File: config.mk
export PLATFORM = sky130hd
export DESIGN_NAME = caprec_walker
export DESIGN_NICKNAME = d
export VERILOG_FILES = /design/src/rtl/caprec_pkg.sv /design/src/rtl/caprec_hdr_decode.sv /design/src/rtl/caprec_cap_bank.sv /design/src/rtl/caprec_walk_ctrl.sv /design/src/rtl/caprec_walker.sv
export SDC_FILE = /design/constraint.sdc
export NUM_CORES = 1
export LEC_CHECK = 0
export BUFFER_PORTS_ARGS = -buffer_cell sky130_fd_sc_hd__buf_2
export CORE_MARGIN = 8
export CORE_UTILIZATION = 50
export CTS_BUF_LIST = sky130_fd_sc_hd__clkbuf_4 sky130_fd_sc_hd__clkbuf_8
export DETAILED_ROUTE_END_ITERATION = 12
export GPL_TIMING_DRIVEN = 0
export PLACE_DENSITY = 0.9
export SETUP_SLACK_MARGIN = 0.3
export SYNTH_ARGS = -nofsm -noshare
export SYNTH_HDL_FRONTEND = slang
export SYNTH_SLANG_ARGS = --single-unit
export TNS_END_PERCENT = 100
File: constraint.sdc
create_clock -name clk -period 8.6 [get_ports clk]
set_clock_uncertainty 0.1 [all_clocks]
set_input_delay 2.58 -clock clk [delete_from_list [all_inputs] [get_ports clk]]
set_output_delay 2.58 -clock clk [all_outputs]
set_load 0.05 [all_outputs]
File: src/rtl/caprec_pkg.sv
// Shared types for the capability record walker.
// Assumes: record kinds occupy 15 bits and lengths 16 bits of a header word.
package caprec_pkg;

    typedef enum logic [2:0] {
        ERR_NONE        = 3'd0,
        ERR_BAD_TYPE    = 3'd1,
        ERR_REQ_UNKNOWN = 3'd2,
        ERR_MISALIGN    = 3'd3,
        ERR_OVERRUN     = 3'd4
    } walk_err_e;

    typedef enum logic [2:0] {
        ACT_SKIP,
        ACT_END,
        ACT_FAIL,
        ACT_FREQ,
        ACT_REPR,
        ACT_MBOX,
        ACT_STATS
    } rec_act_e;

    typedef enum logic [1:0] {
        ST_IDLE,
        ST_HDR,
        ST_VAL
    } walk_state_e;

    localparam logic [14:0] KIND_INVALID = 15'd0;
    localparam logic [14:0] KIND_PAD     = 15'd1;
    localparam logic [14:0] KIND_END     = 15'd2;
    localparam logic [14:0] KIND_FREQ    = 15'd3;
    localparam logic [14:0] KIND_MBOX    = 15'd4;
    localparam logic [14:0] KIND_REPR    = 15'd7;
    localparam logic [14:0] KIND_STATS   = 15'd12;

    typedef struct packed {
        logic        mandatory;
        logic [14:0] kind;
        logic [15:0] len;
    } rec_hdr_t;

endpackage

File: src/rtl/caprec_hdr_decode.sv
// Combinational decode of one record header.
// Works out the action, the error class, the first value word address,
// the next header address and the statistics count.
// Assumes: hdr_addr < MEM_WORDS; outputs are only meaningful for a header word.
module caprec_hdr_decode
    import caprec_pkg::*;
#(
    parameter int MEM_WORDS = 1024,
    parameter int ADDR_W    = 10
) (
    input  logic [31:0]       hdr_word,
    input  logic [ADDR_W-1:0] hdr_addr,
    output rec_act_e          act,
    output walk_err_e         fail_code,
    output logic [ADDR_W-1:0] val_addr,
    output logic [ADDR_W-1:0] next_addr,
    output logic [15:0]       val_len,
    output logic [15:0]       stat_cnt
);
    localparam int EXT_W = ADDR_W + 15;
    localparam logic [EXT_W-1:0] LIMIT = EXT_W'(MEM_WORDS);

    rec_hdr_t         h;
    logic [EXT_W-1:0] last_ext;
    logic [EXT_W-1:0] next_ext;
    logic             overrun;

    assign h = rec_hdr_t'(hdr_word);

    // Address of the last value word and of the following header, with carry room.
    assign last_ext  = EXT_W'(hdr_addr) + EXT_W'(h.len[15:2]);
    assign next_ext  = last_ext + EXT_W'(1);
    assign overrun   = (last_ext >= LIMIT) || ((h.kind != KIND_END) && (next_ext >= LIMIT));

    assign val_addr  = hdr_addr + ADDR_W'(1);
    assign next_addr = next_ext[ADDR_W-1:0];
    assign val_len   = h.len;
    assign stat_cnt  = h.len / 16'd10;

    // Prioritised classification of the header.
    always_comb begin
        act       = ACT_SKIP;
        fail_code = ERR_NONE;
        if (h.kind == KIND_INVALID) begin
            act       = ACT_FAIL;
            fail_code = ERR_BAD_TYPE;
        end else if (h.len[1:0] != 2'b00) begin
            act       = ACT_FAIL;
            fail_code = ERR_MISALIGN;
        end else if (overrun) begin
            act       = ACT_FAIL;
            fail_code = ERR_OVERRUN;
        end else begin
            case (h.kind)
                KIND_END:   act = ACT_END;
                KIND_PAD:   act = ACT_SKIP;
                KIND_FREQ:  act = (h.len != 16'd0) ? ACT_FREQ : ACT_SKIP;
                KIND_REPR:  act = (h.len != 16'd0) ? ACT_REPR : ACT_SKIP;
                KIND_MBOX:  act = ACT_MBOX;
                KIND_STATS: act = ACT_STATS;
                default: begin
                    if (h.mandatory) begin
                        act       = ACT_FAIL;
                        fail_code = ERR_REQ_UNKNOWN;
                    end
                end
            endcase
        end
    end

endmodule

File: src/rtl/caprec_cap_bank.sv
// Registered capability values extracted by a walk.
// Loads each value on its strobe and returns all to defaults on clear.
// Assumes: clear is never raised together with a load strobe.
module caprec_cap_bank #(
    parameter logic [15:0] MBOX_DEF_OFF = 16'h1800,
    parameter logic [15:0] MBOX_DEF_LEN = 16'h01F8
) (
    input  logic        clk,
    input  logic        rst_n,
    input  logic        clear,
    input  logic        ld_freq,
    input  logic        ld_repr,
    input  logic        ld_mbox,
    input  logic        ld_stats,
    input  logic [31:0] val_word,
    input  logic [15:0] area_off,
    input  logic [15:0] area_len,
    input  logic [15:0] area_cnt,
    output logic [31:0] freq_mhz,
    output logic [31:0] repr_cap,
    output logic [15:0] mbox_off,
    output logic [15:0] mbox_len,
    output logic [15:0] stats_off,
    output logic [15:0] stats_cnt
);
    // Capability register updates.
    always_ff @(posedge clk) begin
        if (!rst_n || clear) begin
            freq_mhz  <= '0;
            repr_cap  <= '0;
            mbox_off  <= MBOX_DEF_OFF;
            mbox_len  <= MBOX_DEF_LEN;
            stats_off <= '0;
            stats_cnt <= '0;
        end else begin
            if (ld_freq)  freq_mhz <= val_word;
            if (ld_repr)  repr_cap <= val_word;
            if (ld_mbox) begin
                mbox_off <= area_off;
                mbox_len <= area_len;
            end
            if (ld_stats) begin
                stats_off <= area_off;
                stats_cnt <= area_cnt;
            end
        end
    end

    AST_MBOX_HOLD: assert property (@(posedge clk) disable iff (!rst_n)
        (!clear && !ld_mbox) |=> ($stable(mbox_off) && $stable(mbox_len)));

    AST_CLEAR_DEFAULTS: assert property (@(posedge clk) disable iff (!rst_n)
        clear |=> (mbox_off == MBOX_DEF_OFF && mbox_len == MBOX_DEF_LEN &&
                   freq_mhz == 32'd0 && stats_cnt == 16'd0));

endmodule

File: src/rtl/caprec_walk_ctrl.sv
// Walk sequencer.
// Issues header and value reads, follows the decoder's verdict, and keeps
// the done/error flags and the record count.
// Assumes: rd_data is valid exactly one cycle after a read request.
module caprec_walk_ctrl
    import caprec_pkg::*;
#(
    parameter int MEM_WORDS = 1024,
    parameter int ADDR_W    = 10,
    parameter int CNT_W     = 11
) (
    input  logic              clk,
    input  logic              rst_n,
    input  logic              start,
    input  logic [ADDR_W-1:0] base_addr,
    input  logic [31:0]       rd_data,
    input  rec_act_e          act,
    input  walk_err_e         fail_code,
    input  logic [ADDR_W-1:0] val_addr,
    input  logic [ADDR_W-1:0] next_addr,
    output logic [ADDR_W-1:0] hdr_addr,
    output logic              rd_en,
    output logic [ADDR_W-1:0] rd_addr,
    output logic              clear,
    output logic              ld_freq,
    output logic              ld_repr,
    output logic              ld_mbox,
    output logic              ld_stats,
    output logic              busy,
    output logic              done,
    output logic              err,
    output logic [2:0]        err_code,
    output logic [CNT_W-1:0]  rec_count
);
    walk_state_e       state_q;
    logic [ADDR_W-1:0] cur_q;
    logic [ADDR_W-1:0] resume_q;
    logic              first_q;
    logic              is_repr_q;
    logic              done_q;
    logic              err_q;
    walk_err_e         code_q;
    logic [CNT_W-1:0]  cnt_q;
    logic              zero_list;
    logic              base_ok;

    assign zero_list = first_q && (rd_data == 32'd0);
    assign base_ok   = {1'b0, base_addr} < (ADDR_W+1)'(MEM_WORDS);
    assign busy      = (state_q != ST_IDLE);
    assign hdr_addr  = cur_q;
    assign done      = done_q;
    assign err       = err_q;
    assign err_code  = code_q;
    assign rec_count = cnt_q;

    // Read requests and capability load strobes for the current state.
    always_comb begin
        rd_en    = 1'b0;
        rd_addr  = base_addr;
        clear    = 1'b0;
        ld_freq  = 1'b0;
        ld_repr  = 1'b0;
        ld_mbox  = 1'b0;
        ld_stats = 1'b0;
        case (state_q)
            ST_IDLE: begin
                clear = start;
                rd_en = start && base_ok;
            end
            ST_HDR: begin
                if (!zero_list) begin
                    case (act)
                        ACT_SKIP:  begin rd_en = 1'b1; rd_addr = next_addr; end
                        ACT_MBOX:  begin rd_en = 1'b1; rd_addr = next_addr; ld_mbox = 1'b1; end
                        ACT_STATS: begin rd_en = 1'b1; rd_addr = next_addr; ld_stats = 1'b1; end
                        ACT_FREQ, ACT_REPR: begin rd_en = 1'b1; rd_addr = val_addr; end
                        default: ;
                    endcase
                end
            end
            ST_VAL: begin
                rd_en   = 1'b1;
                rd_addr = resume_q;
                ld_freq = !is_repr_q;
                ld_repr = is_repr_q;
            end
            default: ;
        endcase
    end

    // State, position, completion flags and record count.
    always_ff @(posedge clk) begin
        if (!rst_n) begin
            state_q   <= ST_IDLE;
            cur_q     <= '0;
            resume_q  <= '0;
            first_q   <= 1'b0;
            is_repr_q <= 1'b0;
            done_q    <= 1'b0;
            err_q     <= 1'b0;
            code_q    <= ERR_NONE;
            cnt_q     <= '0;
        end else begin
            case (state_q)
                ST_IDLE: begin
                    if (start) begin
                        done_q <= 1'b0;
                        err_q  <= 1'b0;
                        code_q <= ERR_NONE;
                        cnt_q  <= '0;
                        if (!base_ok) begin
                            done_q <= 1'b1;
                            err_q  <= 1'b1;
                            code_q <= ERR_OVERRUN;
                        end else begin
                            state_q <= ST_HDR;
                            cur_q   <= base_addr;
                            first_q <= 1'b1;
                        end
                    end
                end
                ST_HDR: begin
                    first_q <= 1'b0;
                    if (zero_list) begin
                        done_q  <= 1'b1;
                        state_q <= ST_IDLE;
                    end else begin
                        case (act)
                            ACT_FAIL: begin
                                done_q  <= 1'b1;
                                err_q   <= 1'b1;
                                code_q  <= fail_code;
                                state_q <= ST_IDLE;
                            end
                            ACT_END: begin
                                cnt_q   <= cnt_q + 1'b1;
                                done_q  <= 1'b1;
                                state_q <= ST_IDLE;
                            end
                            ACT_FREQ, ACT_REPR: begin
                                cnt_q     <= cnt_q + 1'b1;
                                resume_q  <= next_addr;
                                is_repr_q <= (act == ACT_REPR);
                                state_q   <= ST_VAL;
                            end
                            default: begin
                                cnt_q <= cnt_q + 1'b1;
                                cur_q <= next_addr;
                            end
                        endcase
                    end
                end
                ST_VAL: begin
                    cur_q   <= resume_q;
                    state_q <= ST_HDR;
                end
                default: state_q <= ST_IDLE;
            endcase
        end
    end

    AST_RD_IN_RANGE: assert property (@(posedge clk) disable iff (!rst_n)
        rd_en |-> ({1'b0, rd_addr} < (ADDR_W+1)'(MEM_WORDS)));

    AST_DONE_ONLY_IDLE: assert property (@(posedge clk) disable iff (!rst_n)
        done_q |-> (state_q == ST_IDLE));

    AST_FAIL_ENDS_WALK: assert property (@(posedge clk) disable iff (!rst_n)
        $rose(err_q) |-> (done_q && code_q != ERR_NONE && !busy));

    AST_COUNT_STEP: assert property (@(posedge clk) disable iff (!rst_n)
        busy |=> ((cnt_q == $past(cnt_q)) || (cnt_q == $past(cnt_q) + 1'b1)));

    AST_WALK_START_READ: assert property (@(posedge clk) disable iff (!rst_n)
        (state_q == ST_IDLE && start && base_ok) |-> (rd_en && rd_addr == base_addr));

endmodule

File: src/rtl/caprec_walker.sv
// Capability record list walker, top level.
// Connects the header decoder, the walk sequencer and the capability bank.
// Assumes: an external memory with a one-cycle synchronous read port;
// MEM_WORDS no larger than 16384 so byte offsets fit in 16 bits.
module caprec_walker
    import caprec_pkg::*;
#(
    parameter int          MEM_WORDS    = 1024,
    parameter logic [15:0] MBOX_DEF_OFF = 16'h1800,
    parameter logic [15:0] MBOX_DEF_LEN = 16'h01F8,
    localparam int         ADDR_W       = (MEM_WORDS > 1) ? $clog2(MEM_WORDS) : 1,
    localparam int         CNT_W        = ADDR_W + 1
) (
    input  logic              clk,
    input  logic              rst_n,
    input  logic              start,
    input  logic [ADDR_W-1:0] base_addr,
    output logic              rd_en,
    output logic [ADDR_W-1:0] rd_addr,
    input  logic [31:0]       rd_data,
    output logic              busy,
    output logic              done,
    output logic              err,
    output logic [2:0]        err_code,
    output logic [31:0]       freq_mhz,
    output logic [15:0]       mbox_off,
    output logic [15:0]       mbox_len,
    output logic [31:0]       repr_cap,
    output logic [15:0]       stats_off,
    output logic [15:0]       stats_cnt,
    output logic [CNT_W-1:0]  rec_count
);
    rec_act_e          act;
    walk_err_e         fail_code;
    logic [ADDR_W-1:0] hdr_addr;
    logic [ADDR_W-1:0] val_addr;
    logic [ADDR_W-1:0] next_addr;
    logic [15:0]       val_len;
    logic [15:0]       stat_cnt;
    logic [15:0]       area_off;
    logic              clear;
    logic              ld_freq;
    logic              ld_repr;
    logic              ld_mbox;
    logic              ld_stats;

    assign area_off = 16'({val_addr, 2'b00});

    caprec_hdr_decode #(
        .MEM_WORDS (MEM_WORDS),
        .ADDR_W    (ADDR_W)
    ) u_decode (
        .hdr_word  (rd_data),
        .hdr_addr  (hdr_addr),
        .act       (act),
        .fail_code (fail_code),
        .val_addr  (val_addr),
        .next_addr (next_addr),
        .val_len   (val_len),
        .stat_cnt  (stat_cnt)
    );

    caprec_walk_ctrl #(
        .MEM_WORDS (MEM_WORDS),
        .ADDR_W    (ADDR_W),
        .CNT_W     (CNT_W)
    ) u_ctrl (
        .clk       (clk),
        .rst_n     (rst_n),
        .start     (start),
        .base_addr (base_addr),
        .rd_data   (rd_data),
        .act       (act),
        .fail_code (fail_code),
        .val_addr  (val_addr),
        .next_addr (next_addr),
        .hdr_addr  (hdr_addr),
        .rd_en     (rd_en),
        .rd_addr   (rd_addr),
        .clear     (clear),
        .ld_freq   (ld_freq),
        .ld_repr   (ld_repr),
        .ld_mbox   (ld_mbox),
        .ld_stats  (ld_stats),
        .busy      (busy),
        .done      (done),
        .err       (err),
        .err_code  (err_code),
        .rec_count (rec_count)
    );

    caprec_cap_bank #(
        .MBOX_DEF_OFF (MBOX_DEF_OFF),
        .MBOX_DEF_LEN (MBOX_DEF_LEN)
    ) u_bank (
        .clk       (clk),
        .rst_n     (rst_n),
        .clear     (clear),
        .ld_freq   (ld_freq),
        .ld_repr   (ld_repr),
        .ld_mbox   (ld_mbox),
        .ld_stats  (ld_stats),
        .val_word  (rd_data),
        .area_off  (area_off),
        .area_len  (val_len),
        .area_cnt  (stat_cnt),
        .freq_mhz  (freq_mhz),
        .repr_cap  (repr_cap),
        .mbox_off  (mbox_off),
        .mbox_len  (mbox_len),
        .stats_off (stats_off),
        .stats_cnt (stats_cnt)
    );

endmodule

* Yosys cells after proc, flatten, opt, wreduce, memory -nomap -nowiden
Cells that the tools add are included.
Word-level totals: register bits 157, input port bits 45, output and inout bits 156, logic and storage cells 124
Cells by class: $add $sub $neg 4, div/mod/pow operators 1, order comparisons 2, eq/ne operators 22, muxes and demuxes 51, bitwise logic cells 1, reduce and logical (&&, ||, !) cells 28
Operators with widths (count):
- 25-bit by 11-bit greater-or-equal comparator with 1-bit output, second input constant | 2
- 10-bit 2-to-1 mux | 4
- 10-bit case mux with 2 select lines | 2
- 11-bit 2-to-1 mux | 3
- 3-bit 2-to-1 mux | 11
- 32-bit logical NOT | 1
- 15-bit by 2-bit equality test with 1-bit output, second input constant | 2
- 15-bit by 3-bit equality test with 1-bit output, second input constant | 2
- 10-bit case mux with 3 select lines | 1
- 25-bit by 1-bit adder with 25-bit output, second input constant | 1
- 11-bit case mux with 2 select lines | 1
- 3-bit case mux with 6 select lines | 1
- 1-bit 2-to-1 mux | 17
- 16-bit by 4-bit divider with 16-bit output, second input constant | 1
- 16-bit nonzero test | 1
- 10-bit by 14-bit adder with 15-bit output | 1
- 15-bit by 1-bit equality test with 1-bit output, second input constant | 1
- 15-bit by 4-bit equality test with 1-bit output, second input constant | 1
- 15-bit logical NOT | 1
- 15-bit by 2-bit != test with 1-bit output, second input constant | 1
- 4-bit AND reduction | 3
- 11-bit by 1-bit adder with 11-bit output, second input constant | 1
- 10-bit by 1-bit adder with 10-bit output, second input constant | 1
- 3-bit equality test, second input constant | 3
- 29 further kinds | 46

* Logic depth before layout (Yosys ltp)
word-level depth 13, depth in mapped cells 19, mapped depth without buffers 16

* Modules after synthesis
Synthesis repeated with hierarchy kept, for this count alone.
Second synthesis, totals: cell total of the unflattened synthesis 1253, area, all modules 10613.9 um^2
By module, submodules not included:
- caprec_cap_bank | times used 1, cells an instance 416, area an instance 4679.5 um^2, seq. area each 2562.5 um^2
- caprec_hdr_decode | times used 1, cells an instance 482, area an instance 3186.8 um^2, seq. area each 0.0 um^2
- caprec_walk_ctrl | times used 1, cells an instance 354, area an instance 2743.9 um^2, seq. area each 800.8 um^2
- caprec_walker | times used 1, cells an instance 1, area an instance 3.8 um^2, seq. area each 0.0 um^2

* Worst setup path before layout
No wires, ideal clock.
path kind input to output, from input port rd_data[2], to output port rd_addr[0], arrival 6994 ps, data required time 5920 ps, setup slack -1074 ps, cell stages on the path 18, path buffers 2, path through ha_1 > fa_1 > a21o_1 > a21oi_1 > o21bai_1 > a21oi_1 > xnor2_1 > a221oi_1 > a211oi_1 > nor2b_1 > and3_1 > a211oi_1 > clkbuf_1 > nand3_1 > clkbuf_1 > o22ai_1 > a21oi_1 > o21ai_0
Between the ends: longest elaborated chain between the ends 13, elaborated cells between the ends (all ways) 25, classes of those cells add/sub: 2; order compare: 2; eq/ne: 4; mux: 9; reduce/logical: 8
RTL lines:
- start, declared | line caprec_walker.sv:20 | input logic [31:0] rd_data,
- 10-bit by 14-bit adder with 15-bit output | line caprec_hdr_decode.sv:31 | assign last_ext = EXT_W'(hdr_addr) + EXT_W'(h.len[15:2]);
- 25-bit by 1-bit adder with 25-bit output | line caprec_hdr_decode.sv:32 | assign next_ext = last_ext + EXT_W'(1);
- 25-bit by 11-bit greater-or-equal comparator with 1-bit output | line caprec_hdr_decode.sv:33 | assign overrun = (last_ext >= LIMIT) || ((h.kind != KIND_END) && (next_ext >= LIMIT));
- 1-bit logical AND | line caprec_hdr_decode.sv:33
- 1-bit logical OR | line caprec_hdr_decode.sv:33
- 3-bit 2-to-1 mux | line caprec_hdr_decode.sv:50 | end else if (overrun) begin
- 3-bit 2-to-1 mux | line caprec_hdr_decode.sv:47 | end else if (h.len[1:0] != 2'b00) begin
- 3-bit 2-to-1 mux | line caprec_hdr_decode.sv:44 | if (h.kind == KIND_INVALID) begin
- 3-bit equality test, or another cell as far along | line caprec_walk_ctrl.sv:72 | case (act)
- 3-bit OR reduction (no line) / 2-bit OR reduction (equally long branches)
- 10-bit case mux with 2 select lines | line caprec_walk_ctrl.sv:72
- 10-bit 2-to-1 mux (*) | line caprec_walk_ctrl.sv:71 | if (!zero_list) begin
- 10-bit case mux with 2 select lines (*) | line caprec_walk_ctrl.sv:65 | case (state_q)
- end, declared | line caprec_walker.sv:19 | output logic [ADDR_W-1:0] rd_addr,
Mark *: on every way between the ends. The rest lies on a longest branch, timed or not.

* Final worst setup path
from input port rd_data[3], to output port rd_addr[8]
The elaborated chain is that of the path after synthesis.

==> flow_summary.json <==
{
  "reg2regPathDepth": 18,
  "routed_wl_um": 30700,
  "final_cell_mix": "nand2_1, buf_2, dfxtp_1",
  "avgRoutedWirePerCell_um": 19.4,
  "synthArstFlopShare": 0,
  "stdcell_count": 1583,
  "r2r-start": "u_ctrl.hdr_addr[1]$_SDFFE_PN0P_",
  "die_h_um": 146,
  "final_layout_size_suffix_gt1_frac": 0.259,
  "yosys_warnings": 0,
  "vias": 9683,
  "buffer_ports.inserted": 183,
  "worstSetupEndpointType": "primary output",
  "tightest_slew_ps": 931,
  "ios": 201,
  "insertion_delay_ps": 480,
  "crit_type": "input port to primary output",
  "grt_max_degree": 17,
  "final_common_cell": "nand2_1",
  "dpl.hpwl_um": 22200,
  "cp_data_required_time_ps": 5920,
  "synth-seq-area-share": 0.362,
  "ir_worst_vdd_v": 0.000104,
  "clock_path_buffers": 2,
  "start_kind": "input port",
  "cellPowerDensity_nw_per_um2": 165,
  "nets": 1414,
  "fmax_mhz": 114,
  "hold_path.class": "flip-flop to flip-flop",
  "violations": "setup timing",
  "initial_utilization": 0.512,
  "worstPathMaxFanout": 5,
  "grt_pass1_vias": 8922,
  "crit_start": "rd_data[3]",
  "multi_input_area_um2": 5320,
  "slew-limit-headroom": 0.370,
  "dr.pass1.iters": 6,
  "cts_inserted_buffers": 17,
  "dieArea_um2": 21500,
  "grt_first_pass_wirelength_um": 46700,
  "setup_ws_ps": -176,
  "busiest_layer": "met2",
  "setup_violations": 10,
  "dr.first_iter.drc_count": 974,
  "synthToLayoutAreaGrowth_pct": 28.1,
  "rows": 47,
  "diodes": 0,
  "synth_seq_cells": 154,
  "max_cap_violations": 0,
  "seqCellArea_um2": 3080,
  "outcome": "complete, but fails checks",
  "antenna_found_initial": 0,
  "clk_pin_slew_worst_paths_ps": 90,
  "synth_edf_count": 0,
  "reg2reg_to": "u_bank.mbox_len[11]$_SDFFE_PP0P_",
  "r2r_slack_ps": 3780,
  "hold_viol": 0,
  "final_max_slew_viol_count": 0,
  "grt_use_met1": 0.323,
  "route.detailed.drc": 0,
  "gp_congestion": 0.944,
  "nFillCells": 1365,
  "fin_crit_sh": 1.02,
  "met2_usage": 0.435,
  "ys.flop_type": "dfxtp_1",
  "leakage_nw": 4.44,
  "ant_nets": 0,
  "core_area_um2": 16600,
  "cp.arrival_ps": 6100,
  "whs_ps": 348,
  "die_w_um": 146,
  "cts_tree": "done",
  "synth.avg_cell_area_um2": 7.69,
  "grt_overflow": 0,
  "ys_types": 89,
  "min_period_ps": 8780,
  "rsz0062_at_grt": "true",
  "crit_end": "rd_addr[8]",
  "dp.cells": 1523,
  "grt_use_total": 0.266,
  "utilization": 0.655,
  "clkSinkCount": 154,
  "cts_max_level": 4,
  "synth_area_um2": 8510,
  "cts_root_buffer": "clkbuf_8",
  "dp_slack_ps": -565,
  "via_per_inst": 6.12,
  "syn_inst": 1107,
  "grt_util_met3": 0.0732
}
-- cell type report --
class | count | share of cell area
multi-input combinational | 849 | 0.487
sequential | 154 | 0.283
timing repair buffer | 210 | 0.115
buffer | 89 | 0.0422
tap | 220 | 0.0252
clock buffer | 17 | 0.0215
clock inverter | 15 | 0.0161
inverter | 29 | 0.00998
-- kinds of logic (layout without fill, tap and decap cells) --
| family | Yosys count | count (layout) | synth area share |
|---|---|---|---|
| and+or+nand+nor | 463 | 463 | 0.251 |
| xor gates and xnor gates | 36 | 36 | 0.0370 |
| AOI/OAI and AO/OA | 309 | 310 | 0.251 |
| other | 1 | 14 | 0.000440 |
| adders and majority gates | 22 | 22 | 0.0325 |
| muxes | 4 | 4 | 0.00470 |
| buffers and inverters | 118 | 360 | 0.0617 |
| DFF | 154 | 154 | 0.362 |
-- worst min-delay path by stage --
stage / startpoint / end / slack (ps) / cells past startpoint
2_1_floorplan: u_ctrl.resume_q[4]$_SDFFE_PN0P_ / u_ctrl.resume_q[4]$_SDFFE_PN0P_ / 340 / 2
3_3_place_gp: u_bank.mbox_off[12]$_SDFFE_PP1P_ / u_bank.mbox_off[12]$_SDFFE_PP1P_ / 330 / 2
3_5_place_dp: u_bank.mbox_off[12]$_SDFFE_PP1P_ / u_bank.mbox_off[12]$_SDFFE_PP1P_ / 330 / 2
4_1_cts: u_bank.mbox_off[12]$_SDFFE_PP1P_ / u_bank.mbox_off[12]$_SDFFE_PP1P_ / 350 / 2
5_1_grt: u_bank.repr_cap[30]$_SDFFE_PP0P_ / u_bank.repr_cap[30]$_SDFFE_PP0P_ / 370 / 2
6_report: u_bank.mbox_off[12]$_SDFFE_PP1P_ / u_bank.mbox_off[12]$_SDFFE_PP1P_ / 350 / 2
-- registers in the layout, indices dropped and copies added (netlist names) --
signal            cells
u_ctrl.err_code       3
u_ctrl.done           1
u_ctrl.resume_q      10
u_ctrl.hdr_addr      10
u_bank.stats_off     10
u_bank.mbox_off      11
u_bank.repr_cap      32
u_bank.stats_cnt     13
u_ctrl.state_q        2
u_ctrl.err            1
u_ctrl.rec_count     11
u_ctrl.first_q        1
u_bank.mbox_len      16
u_ctrl.is_repr_q      1
u_bank.freq_mhz      32
-- cells in the mapped netlist (4+ instances only) --
master     instances  area share
o22ai_1           10      0.0073
nand2b_1           5      0.0037
nand3_1           38       0.022
inv_1             23       0.010
xnor2_1           25       0.026
a21oi_1          111       0.065
nor3_1            22       0.013
o211a_1            5      0.0059
o31ai_1            5      0.0044
a211oi_1          23       0.020
a31oi_1            6      0.0044
and2_1            10      0.0073
a221o_1            4      0.0047
and3_1            19       0.014
o2111ai_1         10       0.010
a22o_1             5      0.0051
xor2_1            11       0.011
a21boi_0           9      0.0079
nor3b_1            4      0.0035
o211ai_1          18       0.016
o21a_1             5      0.0044
ha_1              18       0.026
or3_1              6      0.0044
buf_4             17       0.015
clkbuf_1          61       0.027
a21o_1             5      0.0044
dfxtp_1          154        0.36
or2_2              4      0.0029
nand2_1          238        0.10
nor4_1            11      0.0081
nand4_1           10      0.0073
nor2_1            67       0.030
o21ai_0           36       0.021
nor2b_1            7      0.0051
o21bai_1           7      0.0062
a2111oi_0          5      0.0051
mux2i_1            4      0.0047
buf_1              6      0.0026
-- report_power, final --
group          switching, mW  internal (mW)
combinational          0.304          0.165
clock                  0.327          0.269
sequential            0.0115          0.721
total                  0.643           1.15
-- layer usage --
layer / part of all wire / up-vias
li1: - / 4391
met1: 0.40 / 4532
met2: 0.46 / 624
met3: 0.10 / 136
met4: 0.045 / 0
met5: 0 / -
-- critical path: stages --
cell and delay [ps]:
buf_2 170, ha_1 310, a21o_1 160, a21oi_1 270
o21bai_1 130, a21oi_2 170, o21ai_0 160, a21oi_1 230
o21bai_1 140, a21oi_2 210, xnor2_2 130, a211oi_4 290
clkbuf_8 190, nand3_4 80, clkbuf_16 190, buf_12 130
o211ai_1 200, a22o_2 200, buf_8 140
-- metrics by stage --
stage / TNS (ps) / power (mW) / area [µm²]
finish: -1250 / 1.80 / 10900
global placement: -4830 / 1.15 / 9980
global route: -2990 / 1.85 / 10900
floorplan: 0 / 1.05 / 8790
detailed placement: -5270 / 1.15 / 9980
CTS: -298 / 1.76 / 10800
-- repair_timing --
item / in CTS / in global routing
hold buffers: 0 / 0
buffers inserted: 19 / 8
resized for setup: 58 / 17
cloned: 1 / 0
setup endpoints to repair: 11 / 11
pin swaps: 26 / 16
(Power assumes the default switching activity.)
